===== config.mk =====
export PLATFORM = sky130hd
export DESIGN_NAME = pkt_tx_engine
export DESIGN_NICKNAME = d
export VERILOG_FILES = /design/src/rtl/pkt_tx_pkg.sv /design/src/rtl/pkt_tx_arb.sv /design/src/rtl/pkt_tx_cmp.sv /design/src/rtl/pkt_tx_engine.sv
export SDC_FILE = /design/constraint.sdc
export NUM_CORES = 1
export LEC_CHECK = 0
export CAP_MARGIN = 15
export CELL_PAD_IN_SITES_DETAIL_PLACEMENT = 1
export CELL_PAD_IN_SITES_GLOBAL_PLACEMENT = 2
export CORE_MARGIN = 3
export CORE_UTILIZATION = 32
export CTS_CLUSTER_SIZE = 40
export DETAILED_ROUTE_END_ITERATION = 16
export MAX_ROUTING_LAYER = met4
export PLACE_DENSITY_LB_ADDON = 0.1
export SYNTH_ARGS = -nofsm -noshare
export SYNTH_HDL_FRONTEND = slang
export SYNTH_SLANG_ARGS = --single-unit

===== constraint.sdc =====
create_clock -name clk -period 4.11 [get_ports clk]
set_input_delay 0.822 -clock clk [delete_from_list [all_inputs] [get_ports clk]]
set_output_delay 0.822 -clock clk [all_outputs]
set_load 0.05 [all_outputs]

===== src/rtl/pkt_tx_pkg.sv =====
package pkt_tx_pkg;
  typedef enum logic [2:0] {
    SEL_NONE, SEL_CTL, SEL_RXW, SEL_TX, SEL_RXS
  } sel_e;

  typedef enum logic [3:0] {
    S_IDLE, S_GAP, S_C1, S_C2,
    S_T1, S_T2, S_T3, S_T4, S_T5, S_T6,
    S_P1, S_P2, S_P3, S_P4
  } st_e;

  localparam int OFF_PTR   = 4;
  localparam int OFF_LIM   = 5;
  localparam int OFF_CPOST = 6;
  localparam int OFF_TPOST = 10;
  localparam int DONE_CODE = 'h1FF;
  localparam int FN_EOP    = 2;
endpackage


===== src/rtl/pkt_tx_arb.sv =====
module pkt_tx_arb
  import pkt_tx_pkg::*;
(
  input  logic ctl_req,
  input  logic rxw_req,
  input  logic tx_req,
  input  logic rxs_req,
  output sel_e sel
);
  always_comb begin
    if (ctl_req)      sel = SEL_CTL;
    else if (rxw_req) sel = SEL_RXW;
    else if (tx_req)  sel = SEL_TX;
    else if (rxs_req) sel = SEL_RXS;
    else              sel = SEL_NONE;
  end
endmodule


===== src/rtl/pkt_tx_cmp.sv =====
module pkt_tx_cmp #(
  parameter int DW = 16
) (
  input  logic [DW-1:0] ptr,
  input  logic [DW-1:0] lim,
  output logic          empty,
  output logic          final_word
);
  assign empty      = (ptr == lim);
  assign final_word = (ptr + DW'(1) == lim);
endmodule


===== src/rtl/pkt_tx_engine.sv =====
module pkt_tx_engine
  import pkt_tx_pkg::*;
#(
  parameter int AW = 8,
  parameter int DW = 16
) (
  input  logic          clk,
  input  logic          rst,
  input  logic          ctl_wake,
  input  logic [AW-1:0] ctl_arg,
  input  logic          rx_start_wake,
  input  logic          rx_word_wake,
  input  logic          tx_wake,
  input  logic          sh_idle,
  input  logic [DW-1:0] hw_status,
  output logic          mem_req,
  output logic          mem_we,
  output logic [AW-1:0] mem_addr,
  output logic [DW-1:0] mem_wdata,
  input  logic [DW-1:0] mem_rdata,
  output logic          ctl_clr,
  output logic          tx_clr,
  output logic [1:0]    rx_grant,
  output logic          ld_stb,
  output logic [DW-1:0] ld_data,
  output logic          ctl_fn_stb,
  output logic [1:0]    ctl_fn_val,
  output logic [DW-1:0] irq_pend
);
  localparam logic [DW-1:0] DONE_W = DW'(DONE_CODE);

  st_e           st;
  sel_e          sel;
  logic [AW-1:0] base;
  logic [AW-1:0] post_off;
  logic [DW-1:0] ptr;
  logic [DW-1:0] word;
  logic          last_chunk;
  logic          is_final;
  logic          empty;
  logic          final_word;

  pkt_tx_arb u_arb (
    .ctl_req (ctl_wake),
    .rxw_req (rx_word_wake),
    .tx_req  (tx_wake),
    .rxs_req (rx_start_wake),
    .sel     (sel)
  );

  pkt_tx_cmp #(.DW(DW)) u_cmp (
    .ptr        (ptr),
    .lim        (mem_rdata),
    .empty      (empty),
    .final_word (final_word)
  );

  always_ff @(posedge clk) begin
    if (rst) begin
      st         <= S_IDLE;
      base       <= '0;
      post_off   <= '0;
      ptr        <= '0;
      word       <= '0;
      last_chunk <= 1'b0;
      is_final   <= 1'b0;
      mem_req    <= 1'b0;
      mem_we     <= 1'b0;
      mem_addr   <= '0;
      mem_wdata  <= '0;
      ctl_clr    <= 1'b0;
      tx_clr     <= 1'b0;
      rx_grant   <= '0;
      ld_stb     <= 1'b0;
      ld_data    <= '0;
      ctl_fn_stb <= 1'b0;
      ctl_fn_val <= '0;
      irq_pend   <= '0;
    end else begin
      mem_req    <= 1'b0;
      mem_we     <= 1'b0;
      ctl_clr    <= 1'b0;
      tx_clr     <= 1'b0;
      rx_grant   <= '0;
      ld_stb     <= 1'b0;
      ctl_fn_stb <= 1'b0;
      ctl_fn_val <= '0;
      unique case (st)
        S_IDLE: begin
          unique case (sel)
            SEL_CTL: begin
              base     <= ctl_arg;
              mem_req  <= 1'b1;
              mem_addr <= ctl_arg;
              ctl_clr  <= 1'b1;
              st       <= S_C1;
            end
            SEL_RXW: begin
              rx_grant <= 2'b10;
              st       <= S_GAP;
            end
            SEL_TX: begin
              mem_req  <= 1'b1;
              mem_addr <= base + AW'(OFF_PTR);
              tx_clr   <= 1'b1;
              st       <= S_T1;
            end
            SEL_RXS: begin
              rx_grant <= 2'b01;
              st       <= S_GAP;
            end
            default: st <= S_IDLE;
          endcase
        end
        S_GAP: st <= S_IDLE;
        S_C1:  st <= S_C2;
        S_C2: begin
          last_chunk <= mem_rdata[0];
          post_off   <= AW'(OFF_CPOST);
          st         <= S_P1;
        end
        S_T1: begin
          mem_req  <= 1'b1;
          mem_addr <= base + AW'(OFF_LIM);
          st       <= S_T2;
        end
        S_T2: begin
          ptr <= mem_rdata;
          st  <= S_T3;
        end
        S_T3: begin
          if (empty) begin
            post_off <= AW'(OFF_TPOST);
            st       <= S_P1;
          end else begin
            mem_req  <= 1'b1;
            mem_addr <= ptr[AW-1:0];
            is_final <= final_word;
            st       <= S_T4;
          end
        end
        S_T4: st <= S_T5;
        S_T5: begin
          word <= mem_rdata;
          st   <= S_T6;
        end
        S_T6: begin
          if (sh_idle) begin
            ld_stb    <= 1'b1;
            ld_data   <= word;
            if (is_final && last_chunk) begin
              ctl_fn_stb <= 1'b1;
              ctl_fn_val <= 2'(FN_EOP);
            end
            mem_req   <= 1'b1;
            mem_we    <= 1'b1;
            mem_addr  <= base + AW'(OFF_PTR);
            mem_wdata <= ptr + DW'(1);
            st        <= S_IDLE;
          end
        end
        S_P1: begin
          mem_req   <= 1'b1;
          mem_we    <= 1'b1;
          mem_addr  <= base + post_off;
          mem_wdata <= DONE_W & hw_status;
          st        <= S_P2;
        end
        S_P2: begin
          mem_req  <= 1'b1;
          mem_addr <= base + post_off + AW'(1);
          st       <= S_P3;
        end
        S_P3: st <= S_P4;
        S_P4: begin
          irq_pend <= irq_pend | mem_rdata;
          st       <= S_IDLE;
        end
        default: st <= S_IDLE;
      endcase
    end
  end
endmodule


# After elaboration in Yosys (flattened, before gate mapping)
# Cells that the tools add are included.
# word_totals
inputBits,47
out_inout_bits,66
regBits,120
wordCells,94
# op_classes
reduce_logical,17
n_mux,26
bitwise_logic,5
n_eq_ne,22
addsub,5
# ops
cell,n
case mux 4 bit (12 select lines),1
case mux 8 bit (6 select lines),1
equality test 16 bit,2
case mux 16 bit (2 select lines),1
case mux 8 bit (2 select lines),2
equality test 4 bit (second input constant),6
two-way mux 8 bit,3
adder 16 x 1 -> 16 bit (second input constant),1
adder 8 x 3 -> 8 bit (second input constant),2
equality test 4 x 3 -> 1 bit (second input constant),4
two-way mux 16 bit,1
bitwise OR 16 bit,1
two-way mux 3 bit,4
AND reduction 2 bit,5
case mux 3 bit (3 select lines),1
adder 8 x 1 -> 8 bit (second input constant),1
adder 8 bit,1
equality test 4 x 2 -> 1 bit (second input constant),2
two-way mux 4 bit,2
OR reduction 2 bit,4
equality test 3 x 2 -> 1 bit (second input constant),2
two-way mux 1 bit,6
!= test 2 bit (second input constant),3
nonzero test 6 bit,1
13 further kinds,18

# Depth between registers and ports, before layout
# Gate-level depths: netlist (run 1).
# logic_depth
word_depth,8
mapped_depth,9
ltp_nobuf,9

# Cells and area by module
# From an unflattened synthesis (run 1), not the netlist that was laid out.
# hier_totals
hier_cells,765
hier_area_um2,5931.9
# modules_own_cells
mod,cells_each,area_per_inst_um2,seq_area_each_um2,n_inst
pkt_tx_engine,670,5242.5,2262.2,1
pkt_tx_cmp,90,654.4,0.0,1
pkt_tx_arb,5,35.0,0.0,1

# Worst setup path before layout (run 1)
# Ideal clock, no wire load.
# synth_timing
path_kind,flip-flop to flip-flop
start,reg base[2]
end,reg mem_addr[6]
path_slack_ps,1612
setup_ps,119
t_arrival_ps,2379
stages_incl_launch_ff,10
path_buffers,1
period_less_slack_ps,2498
path_cell_list,dfxtp_1 -> clkbuf_1 -> inv_1 -> fa_1 -> xor2_1 -> nor3b_1 -> maj3_1 -> and3b_1 -> o21a_1 -> o221a_2
# synth_via
elab_chain_len,3
# synth_lines
item,line,rtl
start: declaration,pkt_tx_engine.sv:34,logic [AW-1:0] base;
start signal: assignment,pkt_tx_engine.sv:92,base <= ctl_arg;
adder 8 bit / adder 8 x 3 -> 8 bit (equally long branches),n/a,
adder 8 x 1 -> 8 bit (tied with other cells),pkt_tx_engine.sv:171,mem_addr <= base + post_off + AW'(1);
case mux 8 bit (6 select lines) *,pkt_tx_engine.sv:88,unique case (st)
end signal: assignment,pkt_tx_engine.sv:94,mem_addr <= ctl_arg;
end signal: assignment,pkt_tx_engine.sv:165,mem_addr <= base + post_off;
end signal: assignment,pkt_tx_engine.sv:171,
end: declaration,pkt_tx_engine.sv:18,"output logic [AW-1:0] mem_addr,"
# Every way passes the cells marked *; elsewhere a longest branch is shown, timed or not. The select of a mux whose other input is x is not followed.
# A chain may end at the register's enable or synchronous reset.

# Worst setup path after layout (run 1)
# layout_timing
start,in mem_rdata[13]
end,reg mem_addr[6]
# layout_via
elab_chain_len,3
# layout_lines
item,line,rtl
start: declaration,pkt_tx_engine.sv:20,"input logic [DW-1:0] mem_rdata,"
equality test 16 bit,pkt_tx_cmp.sv:9,assign empty = (ptr == lim);
!= test 2 bit (no line),n/a,
AND reduction 4 bit (no line),n/a,
end signal: assignment,pkt_tx_engine.sv:94,
end signal: assignment,pkt_tx_engine.sv:104,mem_addr <= base + AW'(OFF_PTR);
end signal: assignment,pkt_tx_engine.sv:124,mem_addr <= base + AW'(OFF_LIM);
# No other way between the ends.

==> out/qor.yml, run 1 <==
yosys:
  synth-seq-cells: 113
  syn_area_um2: 5820
  async_reset_ff_share_pct: 0
  seq_area_frac_synth_pct: 38.9
  synth_top_cells_by_area: "dfxtp_1, nand2_1, a21oi_1"
  synth_cell_type_count: 76
  synth_common_cells: "nand2_1, dfxtp_1, a21oi_1"
  synth-edff-count: 0
  yosys_warnings: 0
  yosysMostFrequentCell: "nand2_1"
  yosys.area.top_type: "dfxtp_1"
  syn_inst: 730
  synth-main-ff-cell: "dfxtp_1"
  syn_area_per_cell_um2: 7.97
  yosys.area.top_type_share_pct: 38.9
  synth_nets: 786
final_layout:
  final_nets: 874
  fillCellCount: 2077
  antenna_cells: 0
  synthToLayoutAreaGrowth_pct: 30.9
  layout-drive-gt1-share_pct: 8.54
global_route:
  overflow: 0
  grt_max_degree: 54
  antenna_found_initial: 0
  first_global_vias: 5700
  grt_pass1_wl_um: 32900
  groute.usage.overall_pct: 21.7
drt:
  routed_wl_um: 20500
  routed.top_layer: "met4"
  route.layer.met1.wl_um: 10700
  drt_first_iter_violations: 345
  wl_per_cell_um: 19.4
  wl_met2_um: 8580
  vias: 5601
  via_per_inst: 5.30
  ant_nets: 0
  drc: 0
  first_pass_iters: 6
  met3_wirelength_um: 858
worst_setup_path:
  crit_cells: 7
  reg2reg_from: "st[0]"
  arrival_ns: 3.51
  critical_path.top_delay_family: "compound AO/OA/AOI/OAI gates"
  worst-path-max-fanout: 14
  crit_required_ns: 4.43
  max_stage_delay_ns: 1.07
  cp-startpoint: "mem_rdata[13]"
  critPathSlowestCell: "a221oi_2"
  r2r_cells: 5
  critPathBufInv: 1
  critPathLaunchType: "input port"
  worstSetupPathType: "input port to register"
  path_cells: "clkdlybuf4s50_1 > xor2_1 > nand4b_1 > nor4_4 > a221oi_2 > nand4bb_1 > o221a_2"
  crit_path_end_kind: "register"
timing:
  finalHoldViolCount: 0
  grt_setup_unrepaired: "false"
  whs_ns: 0.456
  fmax_ghz: 0.313
  maxSlewHeadroom_pct: 9.69
  slew_viol_final: 0
  finalSetupViolations: 0
  fin_skew_ns: 0.00785
  setup_tns_ns: 0
  layout_min_cycle_time_ns: 3.19
  fin_crit_sh_pct: 77.7
  tightestPinTransition_ns: 1.35
cts:
  insertion_delay_ns: 0.43
  h-tree-depth: 4
  cts_resized: 0
  cts_root_buffer: "clkbuf_16"
  cts.sinks: 113
  cts_made_buffers: 17
  cts_buffer_depth: 2
  postCtsSetupRepairBufs: 0
  cts_hold_buffers: 0
  tritoncts: "yes"
  clkTransAtPathRegs_ns: 0.06
place:
  io_buffers: 104
  hpwl_um: 15100
  gp_congestion: 0.886
run_status:
  status: "finished, final reports clean"
floorplanning:
  dieHeight_um: 141
  fp.dieArea_um2: 19800
  core_area_um2: 17500
  start_util_pct: 33.2
  fp-row-count: 48
  ioPinCount: 113
  die_x_um: 141
worst_hold_path:
  hold_start: "word[5]"
  hp-class: "register to register"
  whs_path_depth: 2
power_and_ir_drop:
  p_int_uw: 2230
  power.density_nw_per_um2: 432
  leakage_uw: 0.00266
  power_frac_comb_pct: 17.3
  vdd_ir_drop_max_uv: 316
  p_clk_share_pct: 45.3
  sw_frac_of_total_pct: 32.3
  switchingPower_uw: 1060
  sequentialPowerShare_pct: 37.4
run:
  drv_cap: 0
==> registers in the layout (all words and copies together) (netlist names), 4 cells and up <==
name	count
irq_pend	16
base	8
st	4
mem_addr	8
ld_data	16
word	16
mem_wdata	16
ptr	16
==> worst paths after layout <==
path                                    end  slack [ns]
worst max-delay path            mem_addr[6]        0.92
worst min-delay path             ld_data[5]        0.46
worst max register to register  mem_addr[6]        0.96
worst min register to register   ld_data[5]        0.46
==> per-layer routing <==
metal  global-route usage, %  vias up
met4                    5.97        0
met5                       -        -
met2                    30.2      126
met1                    32.4     2737
li1                        -     2715
met3                    3.36       23
==> power groups by stage <==
stage | Sequential [uW] | Combinational (uW) | Clock (uW)
floorplan | 1290 | 308 | 0
global route | 1240 | 617 | 1570
global placement | 1250 | 557 | 0
detailed placement | 1250 | 564 | 0
CTS | 1230 | 567 | 1520
finish | 1230 | 570 | 1490
==> layout by cell type, fill, tap and decap left out, types with 9 or more instances in the layout <==
cell and instances:
nand2_1 149, dfxtp_1 113, clkdlybuf4s50_1 103, a21oi_1 98
nor2_1 61, xor2_1 27, xnor2_1 22, nand3_1 21
buf_4 20, clkbuf_16 17, o21ai_0 11, nor3_1 10
inv_1 10, a211oi_1 9
==> logic make-up after synthesis <==
family                     synth area share (%)
AOI/OAI and AO/OA                          19.8
xor gates and xnor gates                   8.06
adders and majority gates                  2.24
buffers and inverters                      5.01
DFF                                        38.9
muxes                                      1.59
other                                    0.0645
and+or+nand+nor                            24.3
==> final cells by class <==
cell class	count	area [um2]	area share, %
Clock buffer	17	425	5.59
Clock inverter	15	161	2.12
Sequential cell	113	2260	29.7
Timing Repair Buffer	123	1180	15.5
Multi-Input combinational cell	553	3260	42.9
Inverter	10	37.5	0.493
Tap cell	225	282	3.70
==> worst min-delay path, cell delays in order (launching register included) <==
cell and delay, ns:
dfxtp_1 0.31, nand2_1 0.05, a21oi_1 0.05
==> per-stage QoR <==
step / area [um2] / util [%] / setup WS, ns / total power, uW / instances
after CTS: 7610 / 43.4 / 0.974 / 3310 / 1056
after global routing: 7610 / 43.4 / 0.724 / 3430 / 1056
final: 7610 / 43.4 / 0.917 / 3290 / 1056
after detailed placement: 7030 / 40.1 / 0.527 / 1820 / 1024
after floorplan: 5820 / - / 1.61 / 1600 / 730
after global placement: 7030 / 40.1 / 0.533 / 1810 / 1024
Power figures use the tool's default switching activity.
==> inputs of run 2 (changes only) <==
Settings changed: CORE_UTILIZATION 32 to 30.
Clock period 4.11 ns to 3 ns, I/O delays scaled along.
==> out/qor.yml, run 2 (same netlist as run 1, synthesis figures left out) <==
run_status:
  status: "finished, final reports clean"
timing:
  tightestPinTransition_ns: 1.06
  finalHoldViolCount: 0
  fmax_ghz: 0.375
  maxSlewHeadroom_pct: 28.9
  grt_setup_unrepaired: "false"
  fin_skew_ns: 0.0124
  layout_min_cycle_time_ns: 2.67
  setup_tns_ns: 0
  slew_viol_final: 0
  finalSetupViolations: 0
  fin_crit_sh_pct: 88.9
place:
  hpwl_um: 16300
  io_buffers: 104
  gp_congestion: 0.878
  post_dp_cell_area_um2: 7300
  dp.cells: 1089
worst_setup_path:
  critPathLaunchType: "register"
  r2r_cells: 8
  r2r_end: "mem_addr[7]"
  crit_required_ns: 3.34
  path_cells: "ha_1 > inv_1 > fa_1 > nand3b_1 > or2_2 > or3_1 > a211o_1 > a31oi_1"
  worst-path-max-fanout: 4
  reg2reg_from: "base[1]"
  critPathSlowestCell: "fa_1"
  crit_path_end_kind: "register"
  reg2reg_slack_ns: 0.33
  worstSetupPathType: "register to register"
  max_stage_delay_ns: 0.52
  arrival_ns: 3.00
power_and_ir_drop:
  switchingPower_uw: 1430
  sequentialPowerShare_pct: 36.1
  p_int_uw: 3160
  p_clk_share_pct: 45.2
  sw_frac_of_total_pct: 31.1
  vdd_ir_drop_max_uv: 399
  power_frac_comb_pct: 18.7
  leakage_uw: 0.00281
  power.density_nw_per_um2: 582
  power_uw: 4590
global_route:
  antenna_found_initial: 0
  overflow: 0
  first_global_vias: 5936
  grt_pass1_wl_um: 35000
  groute.usage.overall_pct: 21.5
  grt_max_degree: 78
cts:
  tritoncts: "yes"
  cts_resized: 0
  insertion_delay_ns: 0.43
  cts_root_buffer: "clkbuf_16"
  cts_made_buffers: 17
  clkTransAtPathRegs_ns: 0.06
  postCtsSetupRepairBufs: 0
  cts_hold_buffers: 0
  cts.sinks: 113
  h-tree-depth: 4
  cts_buffer_depth: 2
drt:
  routed_wl_um: 21900
  vias: 5758
  drc: 0
  drt_first_iter_violations: 356
  first_pass_iters: 7
  wl_per_cell_um: 19.6
  via_per_inst: 5.14
  ant_nets: 0
final_layout:
  final_common_cell: "nand2_1"
  layout_common_cells: "nand2_1, dfxtp_1, clkdlybuf4s50_1, a21oi_1, nor2_1"
  fin_cells: 1121
  fin_area_um2: 7890
  fillCellCount: 2292
  layout-drive-gt1-share_pct: 11.7
  synthToLayoutAreaGrowth_pct: 35.6
  final_nets: 904
  antenna_cells: 0
floorplanning:
  fp.dieArea_um2: 21100
  ioPinCount: 113
  fp-row-count: 50
  die_x_um: 145
  start_util_pct: 30.8
  core_area_um2: 18900
  dieHeight_um: 145
worst_hold_path:
  whs_path_depth: 2
  min_to: "ld_data[4]"
  hp-class: "register to register"
  hold_start: "word[4]"
run:
  drv_cap: 0
run 2: cell types whose count changed in the layout (fill, tap and decap cells not counted):
cell       delta
clkinv_4      +3
inv_6         -2
inv_8         -5
clkbuf_8      +1
buf_4        +30
clkinv_2      +2
bufinv_16     +1
run 2: how the worst max path moves through the flow:
stage	to	cells after the start	from	slack, ns
after detailed placement	mem_addr[3]	8	mem_rdata[10]	0.05
after global routing	mem_addr[7]	9	base[1]	0.05
after CTS	mem_addr[7]	9	base[1]	0.35
after floorplan	mem_addr[6]	9	base[2]	0.50
final	mem_addr[7]	8	base[1]	0.33
after global placement	mem_addr[3]	8	mem_rdata[10]	0.03
run 2: layer usage:
layer / GRT usage, % / part of all wire [%] / vias to the layer above / wire length, um
met5: - / 0 / - / 0
met4: 5.41 / 1.3 / 0 / 277
met3: 3.78 / 3.8 / 25 / 838
met2: 31.2 / 43 / 130 / 9490
met1: 31.0 / 52 / 2824 / 11300
li1: - / - / 2779 / -
run 2: worst max-delay path: cells and delay by family (launching register included):
| family | cells | cell delay, ns |
|---|---|---|
| and+or+nand+nor | 3 | 0.95 |
| adders and majority gates | 2 | 0.72 |
| AOI/OAI and AO/OA | 2 | 0.45 |
| DFF | 1 | 0.40 |
| buffers and inverters | 1 | 0.06 |
run 2: metrics by stage:
| step | utilization [%] | setup WS, ns | hold WS (ns) |
|---|---|---|---|
| 4_1_cts | 41.8 | 0.346 | 0.457 |
| 3_5_place_dp | 38.6 | 0.0492 | 0.450 |
| 6_report | 41.8 | 0.334 | 0.455 |
| 3_3_place_gp | 38.6 | 0.0302 | 0.442 |
| 5_1_grt | 41.8 | 0.0481 | 0.475 |
| 2_1_floorplan | - | 0.502 | 0.432 |
run 2: power by group through the flow:
| stage | logic, uW | clock network (uW) | registers [uW] |
|---|---|---|---|
| floorplan | 422 | 0 | 1770 |
| global placement | 843 | 0 | 1690 |
| detailed placement | 856 | 0 | 1690 |
| CTS | 860 | 2120 | 1660 |
| global route | 934 | 2180 | 1670 |
| finish | 860 | 2080 | 1660 |
run 2: cell type report:
cell class                      count  area (um2)  area share, %
Tap cell                          260         325           4.12
Timing Repair Buffer              153        1410           17.8
Clock buffer                       18         439           5.57
Multi-Input combinational cell    553        3260           41.4
Sequential cell                   113        2260           28.7
Clock inverter                     14         154           1.95
Inverter                           10        37.5          0.476
==> inputs of run 3 (changes only) <==
Settings changed: CORE_MARGIN 3 to not set.
==> out/qor.yml, run 3 (same netlist as run 1, synthesis figures left out) <==
timing:
  fin_crit_sh_pct: 96.9
  fmax_ghz: 0.344
  finalHoldViolCount: 0
  grt_setup_unrepaired: "false"
  slew_viol_final: 0
  fin_skew_ns: 0.0122
  maxSlewHeadroom_pct: 15.0
  finalSetupViolations: 0
  tightestPinTransition_ns: 1.28
  setup_tns_ns: 0
  layout_min_cycle_time_ns: 2.91
worst_setup_path:
  worstSetupPathType: "input port to register"
  reg2reg_slack_ns: 0.21
  critPathSlowestCell: "a221oi_2"
  path_cells: "clkdlybuf4s50_1 > xor2_1 > nand4b_1 > nor4_4 > a221oi_2 > nand4bb_1 > o221a_2"
  max_stage_delay_ns: 1.02
  crit_path_end_kind: "register"
  critPathLaunchType: "input port"
  critPathBufInv: 1
  crit_required_ns: 3.31
  critical_path.top_delay_family: "compound AO/OA/AOI/OAI gates"
  arrival_ns: 3.22
  worst-path-max-fanout: 14
place:
  dp.cells: 1096
  io_buffers: 104
  gp_congestion: 0.865
  hpwl_um: 16300
global_route:
  antenna_found_initial: 0
  overflow: 0
  groute.usage.overall_pct: 23.3
  first_global_vias: 5902
  grt_pass1_wl_um: 34200
  grt_max_degree: 77
floorplanning:
  fp.dieArea_um2: 20000
  start_util_pct: 30.9
  ioPinCount: 113
  die_x_um: 141
  core_area_um2: 18800
  dieHeight_um: 141
  fp-row-count: 50
power_and_ir_drop:
  power_uw: 4470
  vdd_ir_drop_max_uv: 390
  leakage_uw: 0.00282
  power.density_nw_per_um2: 566
drt:
  drc: 0
  drt_first_iter_violations: 263
  via_per_inst: 5.10
  first_pass_iters: 4
  wl_per_cell_um: 19.2
  routed_wl_um: 21600
  ant_nets: 0
  vias: 5757
run_status:
  status: "finished, final reports clean"
cts:
  cts_hold_buffers: 0
  h-tree-depth: 4
  cts_made_buffers: 17
  cts_buffer_depth: 2
  cts_root_buffer: "clkbuf_16"
  cts_resized: 0
  insertion_delay_ns: 0.43
  postCtsSetupRepairBufs: 0
  cts.sinks: 113
  tritoncts: "yes"
  clkTransAtPathRegs_ns: 0.06
final_layout:
  final_common_cell: "nand2_1"
  antenna_cells: 0
  layout-drive-gt1-share_pct: 12.3
  fillCellCount: 2219
  synthToLayoutAreaGrowth_pct: 35.9
  layout_common_cells: "nand2_1, dfxtp_1, clkdlybuf4s50_1, a21oi_1, nor2_1"
  final_nets: 911
  fin_cells: 1128
run:
  drv_cap: 0
worst_hold_path:
  hp-class: "register to register"
==> run 3: changes by cell type in the layout (fill, tap and decap cells not counted), sizes merged <==
cell | previous run | this run
buf | 50 | 57
bufinv | 2 | 1
clkinvlp | 3 | 4
==> run 3: path summary, 6_finish.rpt <==
kind / cells after the start / endpoint / from
max: 7 / mem_addr[6] / mem_rdata[13]
min: 2 / ld_data[3] / word[3]
max reg2reg: 6 / mem_addr[6] / st[3]
min reg2reg: 2 / ld_data[3] / word[3]
==> run 3: per-stage QoR <==
step	hold WS, ns	utilization (%)	setup WS (ns)	instance area [um2]
after floorplan	0.432	-	0.502	5820
after global placement	0.441	39.0	-0.216	7350
after detailed placement	0.447	39.0	-0.328	7350
after CTS	0.456	42.0	0.102	7910
after global routing	0.469	42.0	0.000731	7910
final	0.453	42.0	0.0916	7910
==> run 3: final cells by class <==
class	instances	area [um2]	share of cell area (%)
tap	260	325	4.11
multi-input combinational	553	3260	41.3
timing repair buffer	160	1460	18.4
inverter	10	37.5	0.475
clock inverter	14	131	1.66
sequential	113	2260	28.6
clock buffer	18	429	5.43
==> run 3: routing by layer <==
| layer | routed length [um] | up-vias | track usage [%] |
|---|---|---|---|
| li1 | - | 2784 | - |
| met1 | 11200 | 2831 | 33.9 |
| met2 | 9300 | 120 | 33.4 |
| met3 | 859 | 22 | 3.61 |
| met4 | 242 | 0 | 5.89 |
| met5 | 0 | - | - |
==> run 3: worst reg2reg max path: stages (launching register included) <==
cell and delay (ns):
dfxtp_1 0.44, buf_4 0.23, nor4_1 0.24, o21ai_0 0.23, a221oi_2 1.08, nand4bb_1 0.19
o221a_2 0.28
==> run 3: power breakdown <==
part | leakage (uW) | internal [uW] | total [uW] | switching, uW
Clock | 0.000264 | 1150 | 1960 | 809
Sequential | 0.000914 | 1570 | 1650 | 76.9
Combinational | 0.00165 | 338 | 871 | 533
Total | 0.00282 | 3060 | 4470 | 1420
